`config.mk`:
```
export PLATFORM = sky130hd
export DESIGN_NAME = lnk_inv_encoder
export DESIGN_NICKNAME = d
export VERILOG_FILES = /design/src/rtl/lnk_pkg.sv /design/src/rtl/lnk_cand_cost.sv /design/src/rtl/lnk_mode_pick.sv /design/src/rtl/lnk_decoder.sv /design/src/rtl/lnk_inv_encoder.sv
export SDC_FILE = /design/constraint.sdc
export NUM_CORES = 1
export LEC_CHECK = 0
export ABC_AREA = 1
export BUFFER_PORTS_ARGS = -buffer_cell sky130_fd_sc_hd__buf_2
export CORE_MARGIN = 5
export CORE_UTILIZATION = 45
export CTS_CLUSTER_DIAMETER = 50
export DETAILED_ROUTE_END_ITERATION = 7
export PLACE_DENSITY_LB_ADDON = 0.1
export SETUP_SLACK_MARGIN = 0.05
export SLEW_MARGIN = 20
export SYNTH_ARGS = -nofsm -noshare
export SYNTH_HDL_FRONTEND = slang
export SYNTH_SLANG_ARGS = --single-unit
export TNS_END_PERCENT = 10
```
`constraint.sdc`:
```
create_clock -name clk -period 14.4 [get_ports clk]
set_input_delay 0.72 -clock clk [delete_from_list [all_inputs] [get_ports clk]]
set_output_delay 0.72 -clock clk [all_outputs]
set_load 0.005 [all_outputs]
```
`src/rtl/lnk_pkg.sv`:
```
package lnk_pkg;
  typedef enum logic [1:0] {
    MODE_NONE = 2'b00,
    MODE_EVEN = 2'b01,
    MODE_ODD  = 2'b10,
    MODE_FULL = 2'b11
  } lnk_mode_e;

  // candidate index order doubles as tie-break order
  localparam int CAND_NONE = 0;
  localparam int CAND_ODD  = 1;
  localparam int CAND_EVEN = 2;
  localparam int CAND_FULL = 3;
  localparam int NCAND     = 4;
endpackage

```
`src/rtl/lnk_cand_cost.sv`:
```
module lnk_cand_cost #(
  parameter int PW = 16,
  parameter int CW = $clog2(3 * PW)
) (
  input  logic [PW-1:0] ref_flit,
  input  logic [PW-1:0] cand,
  output logic [CW-1:0] cost
);
  logic [PW-1:0] tg;
  logic [1:0]    pair_w [PW-1];

  assign tg = ref_flit ^ cand;

  // per-pair coupling detectors
  for (genvar gi = 0; gi < PW - 1; gi++) begin : g_pair
    always_comb begin
      if (tg[gi] ^ tg[gi+1])
        pair_w[gi] = 2'd1;
      else if (tg[gi] && tg[gi+1] && (cand[gi] != cand[gi+1]))
        pair_w[gi] = 2'd2;
      else
        pair_w[gi] = 2'd0;
    end
  end

  always_comb begin
    cost = '0;
    for (int i = 0; i < PW; i++)
      cost = cost + CW'(tg[i]);
    for (int i = 0; i < PW - 1; i++)
      cost = cost + CW'(pair_w[i]);
  end
endmodule

```
`src/rtl/lnk_mode_pick.sv`:
```
module lnk_mode_pick
  import lnk_pkg::*;
#(
  parameter int CW = 6
) (
  input  logic [CW-1:0] cost_none,
  input  logic [CW-1:0] cost_odd,
  input  logic [CW-1:0] cost_even,
  input  logic [CW-1:0] cost_full,
  output lnk_mode_e     mode
);
  logic [CW-1:0] best;

  // strict compares keep the earlier candidate on a tie
  always_comb begin
    mode = MODE_NONE;
    best = cost_none;
    if (cost_odd < best) begin
      mode = MODE_ODD;
      best = cost_odd;
    end
    if (cost_even < best) begin
      mode = MODE_EVEN;
      best = cost_even;
    end
    if (cost_full < best) begin
      mode = MODE_FULL;
      best = cost_full;
    end
  end
endmodule

```
`src/rtl/lnk_decoder.sv`:
```
module lnk_decoder #(
  parameter int PW = 16
) (
  input  logic [PW-1:0] enc,
  input  logic [1:0]    mode,
  output logic [PW-1:0] dec
);
  logic [PW-1:0] odd_m;
  logic [PW-1:0] msk;

  for (genvar gi = 0; gi < PW; gi++) begin : g_mask
    assign odd_m[gi] = (gi % 2) == 1;
  end

  always_comb begin
    unique case (mode)
      2'b10:   msk = odd_m;
      2'b01:   msk = ~odd_m;
      2'b11:   msk = '1;
      default: msk = '0;
    endcase
  end

  assign dec = enc ^ msk;
endmodule

```
`src/rtl/lnk_inv_encoder.sv`:
```
module lnk_inv_encoder
  import lnk_pkg::*;
#(
  parameter int PW = 16
) (
  input  logic          clk,
  input  logic          rst_n,
  input  logic          in_valid,
  output logic          in_ready,
  input  logic [PW-1:0] in_data,
  output logic          out_valid,
  input  logic          out_ready,
  output logic [PW-1:0] out_data,
  output logic [1:0]    out_mode,
  output logic [PW-1:0] dec_data
);
  localparam int CW = $clog2(3 * PW);

  logic [PW-1:0] odd_m;
  logic [PW-1:0] cand [NCAND];
  logic [CW-1:0] cost [NCAND];
  logic [PW-1:0] ref_q;
  logic [1:0]    mode_q;
  logic          vld_q;
  lnk_mode_e     pick;
  logic [PW-1:0] pick_flit;
  logic [CW-1:0] pick_cost;
  logic          accept;

  for (genvar gi = 0; gi < PW; gi++) begin : g_mask
    assign odd_m[gi] = (gi % 2) == 1;
  end

  assign cand[CAND_NONE] = in_data;
  assign cand[CAND_ODD]  = in_data ^ odd_m;
  assign cand[CAND_EVEN] = in_data ^ ~odd_m;
  assign cand[CAND_FULL] = ~in_data;

  for (genvar gc = 0; gc < NCAND; gc++) begin : g_cost
    lnk_cand_cost #(.PW(PW), .CW(CW)) u_cost (
      .ref_flit (ref_q),
      .cand     (cand[gc]),
      .cost     (cost[gc])
    );
  end

  lnk_mode_pick #(.CW(CW)) u_pick (
    .cost_none (cost[CAND_NONE]),
    .cost_odd  (cost[CAND_ODD]),
    .cost_even (cost[CAND_EVEN]),
    .cost_full (cost[CAND_FULL]),
    .mode      (pick)
  );

  always_comb begin
    unique case (pick)
      MODE_ODD:  begin pick_flit = cand[CAND_ODD];  pick_cost = cost[CAND_ODD];  end
      MODE_EVEN: begin pick_flit = cand[CAND_EVEN]; pick_cost = cost[CAND_EVEN]; end
      MODE_FULL: begin pick_flit = cand[CAND_FULL]; pick_cost = cost[CAND_FULL]; end
      default:   begin pick_flit = cand[CAND_NONE]; pick_cost = cost[CAND_NONE]; end
    endcase
  end

  assign in_ready = !vld_q || out_ready;
  assign accept   = in_valid && in_ready;

  // output register doubles as the reference flit
  always_ff @(posedge clk) begin
    if (!rst_n) begin
      vld_q  <= 1'b0;
      ref_q  <= '0;
      mode_q <= 2'b00;
    end else if (accept) begin
      vld_q  <= 1'b1;
      ref_q  <= pick_flit;
      mode_q <= pick;
    end else if (out_ready) begin
      vld_q  <= 1'b0;
    end
  end

  assign out_valid = vld_q;
  assign out_data  = ref_q;
  assign out_mode  = mode_q;

  lnk_decoder #(.PW(PW)) u_dec (
    .enc  (ref_q),
    .mode (mode_q),
    .dec  (dec_data)
  );


  hold_stable_chk: assert property (@(posedge clk) disable iff (!rst_n)
    (out_valid && !out_ready) |=> (out_valid && $stable(out_data) && $stable(out_mode)));


  accept_valid_chk: assert property (@(posedge clk) disable iff (!rst_n)
    (in_valid && in_ready) |=> out_valid);


  round_trip_chk: assert property (@(posedge clk) disable iff (!rst_n)
    (in_valid && in_ready) |=> (dec_data == $past(in_data)));


  min_cost_chk: assert property (@(posedge clk) disable iff (!rst_n)
    in_valid |-> (pick_cost <= cost[CAND_NONE] && pick_cost <= cost[CAND_ODD] &&
                  pick_cost <= cost[CAND_EVEN] && pick_cost <= cost[CAND_FULL]));


  tie_order_chk: assert property (@(posedge clk) disable iff (!rst_n)
    (in_valid && pick == MODE_FULL) |-> (cost[CAND_FULL] < cost[CAND_NONE] &&
     cost[CAND_FULL] < cost[CAND_ODD] && cost[CAND_FULL] < cost[CAND_EVEN]));


  ref_hold_chk: assert property (@(posedge clk) disable iff (!rst_n)
    !(in_valid && in_ready) |=> $stable(out_data));
endmodule

```
# Word-level counts from Yosys, hierarchy flattened
# Cells that the tools add are included.
# totals
reg_bits,19
in_bits,20
out_inout_bits,36
elab_cells,513
# classes
n_addsub,120
n_lt_le_gt_ge,3
n_eq_ne,66
mux,129
n_bitwise,68
reduce_logical,124
# ops
cell,count
6-bit by 2-bit adder with 6-bit output,60
6-bit by 1-bit adder with 6-bit output,56
2-bit 2-to-1 mux,123
1-bit logical AND,121
16-bit case mux with 3 select lines,2
16-bit bitwise XOR,5
1-bit inequality test,60
1-bit bitwise XOR,60
6-bit < comparator,3
16-bit inverter,1
8-bit inverter,2
6-bit 2-to-1 mux,2
1-bit by 1-bit adder with 2-bit output,4
2-bit == test (second input constant),4
2-bit by 1-bit == test with 1-bit output (second input constant),2
1-bit 2-to-1 mux,2
2-bit nonzero test,1
1-bit zero test,1
1-bit logical OR,1

# Depth between registers and ports, before layout
# depth
depth_word,40
depth_mapped,51
mapped_depth_nobuf,48

# Modules after synthesis
# A second synthesis with hierarchy kept.
# hier_totals
cells_unflattened,1123
hier_area_um2,8605.8
# by_module_without_submodules
mod,n_inst,cells_per_inst,area_per_inst_um2,seq_area_each_um2
lnk_cand_cost at g_cost[2].u_cost,1,188,1675.4,0.0
lnk_cand_cost at g_cost[3].u_cost,1,197,1675.4,0.0
lnk_cand_cost at g_cost[1].u_cost,1,194,1674.1,0.0
lnk_cand_cost at g_cost[0].u_cost,1,187,1660.3,0.0
lnk_inv_encoder,1,194,1106.1,380.4
lnk_mode_pick,1,95,544.3,0.0
lnk_decoder,1,68,270.3,0.0

# Worst setup path after synthesis
# No wires, ideal clock.
# synth_path
path_kind,input -> register
startpoint,input port in_data[12]
endpoint,"register ref_q[10], in the netlist out_data[10]"
setup_ns,0.113
t_arrival_ns,9.508
t_required_ns,14.287
setup_slack_ns,4.779
path_stages,46
n_path_buf,3
path_cell_list,clkbuf_1 xnor2_1 inv_1 ha_1 inv_1 nand2_1 nor2_1 fa_1 fa_1 fa_1 fa_1 inv_1 fa_1 fa_1 inv_1 ha_1 nand2_1 inv_2 [... 10 more ...] ha_1 a21oi_1 nor2_1 a211oi_1 nand2_4 clkbuf_1 nand2_1 o21ai_0 ha_1 a21oi_1 nor2_1 a211oi_1 nand2_2 nand2_4 buf_12 nand3_2 nand2_1 nor2_2
# synth_via
elab_chain_cells,28
word_cells_on_any_way,142
classes_between,add/sub (76); order compare (3); eq/ne (11); mux (22); bitwise (14); reduce/logical (16)
# synth_rtl
element,line_no,source
"start, declared",lnk_inv_encoder.sv:10,"input logic [PW-1:0] in_data,"
16-bit bitwise XOR,lnk_cand_cost.sv:12,assign tg = ref_flit ^ cand;
6-bit by 1-bit adder with 6-bit output (4 in series),lnk_cand_cost.sv:29,cost = cost + CW'(tg[i]);
6-bit by 2-bit adder with 6-bit output (15 in series),lnk_cand_cost.sv:31,cost = cost + CW'(pair_w[i]);
6-bit < comparator,lnk_mode_pick.sv:18,if (cost_odd < best) begin
6-bit 2-to-1 mux,lnk_mode_pick.sv:18,
6-bit < comparator,lnk_mode_pick.sv:22,if (cost_even < best) begin
6-bit 2-to-1 mux,lnk_mode_pick.sv:22,
6-bit < comparator,lnk_mode_pick.sv:26,if (cost_full < best) begin
2-bit 2-to-1 mux (*),lnk_mode_pick.sv:26,
"2-bit == test, or another cell as far along",lnk_inv_encoder.sv:56,unique case (pick)
16-bit case mux with 3 select lines (*),lnk_inv_encoder.sv:56,
"end signal, assigned",lnk_inv_encoder.sv:75,ref_q <= pick_flit;
"end, declared",lnk_inv_encoder.sv:22,logic [PW-1:0] ref_q;
# Every way passes the cells marked *; elsewhere a longest branch is shown, timed or not.
# A chain may end at the register's enable or synchronous reset.

# Worst setup path after layout
# layout_path
startpoint,input port in_data[7]
endpoint,"register ref_q[5], in the netlist out_data[5]"
# layout_via
elab_chain_cells,34
word_cells_on_any_way,162
classes_between,add/sub (96); order compare (3); eq/ne (11); mux (22); bitwise (14); reduce/logical (16)
# layout_rtl
element,line_no
8-bit inverter (no line),--
16-bit bitwise XOR,lnk_cand_cost.sv:12
6-bit by 1-bit adder with 6-bit output (9 in series),lnk_cand_cost.sv:29
6-bit by 2-bit adder with 6-bit output (15 in series),lnk_cand_cost.sv:31
6-bit < comparator,lnk_mode_pick.sv:18
6-bit 2-to-1 mux,lnk_mode_pick.sv:18
6-bit < comparator,lnk_mode_pick.sv:22
6-bit 2-to-1 mux,lnk_mode_pick.sv:22
6-bit < comparator,lnk_mode_pick.sv:26
2-bit 2-to-1 mux (*),lnk_mode_pick.sv:26
"2-bit == test, or another cell as far along",lnk_inv_encoder.sv:56
16-bit case mux with 3 select lines (*),lnk_inv_encoder.sv:56
# Marks and branches as above.

==> qor.txt <==
CRITICAL PATH
-----------------------------------------------------------------------------------------------------
Family of cells with the greatest summed delay on the critical path                       adder cells
Worst setup EP type                                                                              flop
Bufs and invs on worst path                                                                         9
Startpoint kind of the worst setup timing path                                             input port
Critical-path maximum fanout                                                                       17
CP max-delay cell                                                                             xnor2_1
Required time at the endpoint of the critical path                                           14.56 ns
Crit-path max cell delay                                                                      0.68 ns
Critical Setup Path Class                                                                input port to flop
Arrival time worst endpoint                                                                  10.39 ns
Crit-path most repeated cell                                                                    inv_1

STA
-----------------------------------------------------------------------------------------------------
Period minus WS final                                                                        10.23 ns
Transition at the pin with the smallest max-transition slack                                 0.957 ns
Max transition margin                                                                           36.0%
Final period utilization                                                                        71.0%
Setup violators final                                                                               0
Clk_skew                                                                                   0.00142 ns
Unrepaired setup endpoints after global routing                                                    no
Max frequency                                                                                97.8 MHz
Summed negative setup slack over all endpoints                                                   0 ns
Final Max Tran Viols                                                                                0
Final hold violation count                                                                          0

SYNTH
-----------------------------------------------------------------------------------------------------
Syn_area_per_cell                                                                            8.53 µm²
Post-synthesis share of cell area spent on full adders, half adders and majority gates          53.5%
Area fraction in compound gates after synthesis                                                 4.80%
Share of the yosys chip area belonging to registers                                             5.06%
Post-synthesis share of cell area spent on and, or, nand and nor gates                          17.1%
Portion of netlist area occupied by mux cells                                                      0%
Xor and xnor fraction of the mapped netlist area                                                8.28%
Synth Warn #                                                                                        0
Post-Synthesis Net Count                                                                         1143
Count of different cell masters after synthesis                                                    27
Count of state elements after synthesis                                                            19
Post-Syn Instances                                                                                881
Total standard cell area after synthesis                                                     7510 µm²
Largest family of logic cells by synthesized area                                         adder cells

CTS
-----------------------------------------------------------------------------------------------------
Hold-fix buffer count after cts                                                                     0
H-Tree Depth                                                                                        1
Clk Latency, worst-skew pair                                                                  0.26 ns
Buffer depth of the longest clock path                                                              2
Number of resized instances in the post-cts repair step                                             0
Number of CTS-inserted buffers                                                                      3
CTS tree                                                                                         done
Clock Tree Root                                                                             clkbuf_16
Post-CTS repair timing setup buffer count                                                           0
Clock slew seen by the registers of the worst setup and hold paths                            0.06 ns
Clk sinks                                                                                          19

DRT
-----------------------------------------------------------------------------------------------------
DR pass1 iterations                                                                                 5
Vias per std cell                                                                                4.72
Number of nets still failing antenna checks after routing                                           0
Total Routed Length                                                                          19200 µm
Detailed router's first-iteration violation count                                                 266
Average wire per cell in the routed design                                                    16.9 µm
Detailed-route via count                                                                         5371
DRC violations left                                                                                 0

GRT
-----------------------------------------------------------------------------------------------------
Total grt overflow                                                                                  0
Number of antenna violations at the first check in global routing                                   0
Number of global-route vias before repair                                                        5542
First-pass GRT wire length                                                                   31100 µm
Pin count of the biggest net entering global routing                                               50
GRT Util Overall                                                                                20.4%

LAYOUT
-----------------------------------------------------------------------------------------------------
Fraction of layout instances using a drive strength above 1                                     11.5%
Diodes inserted                                                                                     0
Layout-stage area growth over the synthesis result                                              7.00%
Area of all placed cells without fillers                                                     8040 µm²
Most common cell after layout, fill and taps aside                                              inv_1
Most used cells in the layout excluding fill and tap cells                               inv_1 (184), nand2_1 (152), fa_1 (132)
Net count, final                                                                                 1181

DIE
-----------------------------------------------------------------------------------------------------
Number of core rows                                                                                47
Floorplan die area                                                                          19400 µm²
Die width                                                                                      139 µm
Core Area                                                                                   16500 µm²
Vertical extent of the die                                                                     139 µm
I/O pins                                                                                           56
Starting Density                                                                                45.6%

PLACEMENT
-----------------------------------------------------------------------------------------------------
Placed cell area                                                                             7960 µm²
Post-detailed-placement half-perimeter wirelength                                            17400 µm
Placer's final routability congestion estimate                                                  0.881
Port Buf Inserts                                                                                   55

RUN STATUS
-----------------------------------------------------------------------------------------------------
Outcome                                                                                     completed

WORST HOLD PATH
-----------------------------------------------------------------------------------------------------
Worst Hold Class                                                                         flop to flop

JOB
-----------------------------------------------------------------------------------------------------
Reported max-cap violation count                                                                    0

[synth_stat cells]
| master | n | area (µm²) |
|---|---|---|
| a21oi_1 | 16 | 80.1 |
| fa_1 | 132 | 2640 |
| buf_1 | 2 | 7.51 |
| buf_4 | 2 | 15.0 |
| inv_2 | 2 | 7.51 |
| buf_2 | 1 | 5.00 |
| a31oi_1 | 2 | 12.5 |
| a211oi_1 | 2 | 15.0 |
| nand3_2 | 6 | 60.1 |
| clkbuf_1 | 20 | 75.1 |
| nor2_2 | 2 | 12.5 |
| nand4_1 | 3 | 18.8 |
| xnor2_1 | 29 | 254 |
| inv_1 | 185 | 694 |
| a21oi_2 | 18 | 158 |
| nand2_2 | 10 | 62.6 |
| xor2_1 | 42 | 368 |
| nand3b_1 | 27 | 203 |
| nand2_1 | 152 | 571 |
| or2_2 | 1 | 6.26 |
| buf_12 | 2 | 40.0 |
| nand3_1 | 33 | 165 |
| ha_1 | 110 | 1380 |
| nand2_4 | 3 | 33.8 |
| o21ai_0 | 19 | 95.1 |
| nor2_1 | 41 | 154 |
| dfxtp_1 | 19 | 380 |
[sequential cells by signal, summed over array words and instances (netlist names)]
signal,count
out_data,16
out_mode,2
out_valid,1
[through the flow]
step / utilization, % / setup WS (ns) / cells / hold WS, ns
after floorplan: - / 4.78 / 881 / 0.526
after global placement: 48.3 / 4.00 / 1134 / 0.519
after detailed placement: 48.3 / 3.89 / 1134 / 0.520
after CTS: 48.8 / 4.09 / 1138 / 0.535
after global routing: 48.8 / 3.40 / 1138 / 0.595
final: 48.8 / 4.17 / 1138 / 0.546
[cells by family (layout without fill, tap and decap cells)]
kind of cell | Yosys count | after routing
AO/OA/AOI/OAI | 57 | 57
XOR/XNOR | 71 | 71
adder cells (fa/ha/maj) | 242 | 242
buffers and inverters | 214 | 251
flip-flops | 19 | 19
AND/OR/NAND/NOR | 278 | 278
[cell type report]
cell class	count	area (µm²)
clock buffers	3	75.1
clock inverters	1	5.00
fillers	1655	8430
inverters	187	702
multi-input cells	648	6290
flip-flops and latches	19	380
well taps	220	275
repair buffers	60	313
[path summary, 6_finish.rpt]
kind               startpoint           to  slack [ns]  cells past startpoint
setup / recovery   in_data[7]  out_data[5]        4.17                     45
hold / removal      out_valid    out_valid        0.55                      2
setup reg to reg  out_data[9]  out_data[5]        4.37                     44
hold reg to reg     out_valid    out_valid        0.55                      2
[worst register-to-register path, delay by kind of cell, from the launching register on]
kind,cells,cell delay (ns)
AND/OR/NAND/NOR,15,1.40
XOR/XNOR,2,0.81
AO/OA/AOI/OAI,9,1.83
buffers and inverters,7,0.77
flip-flops,1,0.47
adder cells (fa/ha/maj),11,4.65
[layer usage]
metal	wire length, µm	vias to the layer above	global-route usage [%]
met1	9730	2525	30.9
li1	-	2762	-
met2	8810	76	32.7
met3	552	8	2.76
met4	121	0	1.29
met5	0	-	0
Power is not shown: default switching activity piles up to over one toggle a cycle in this logic, so the estimate is an artifact.
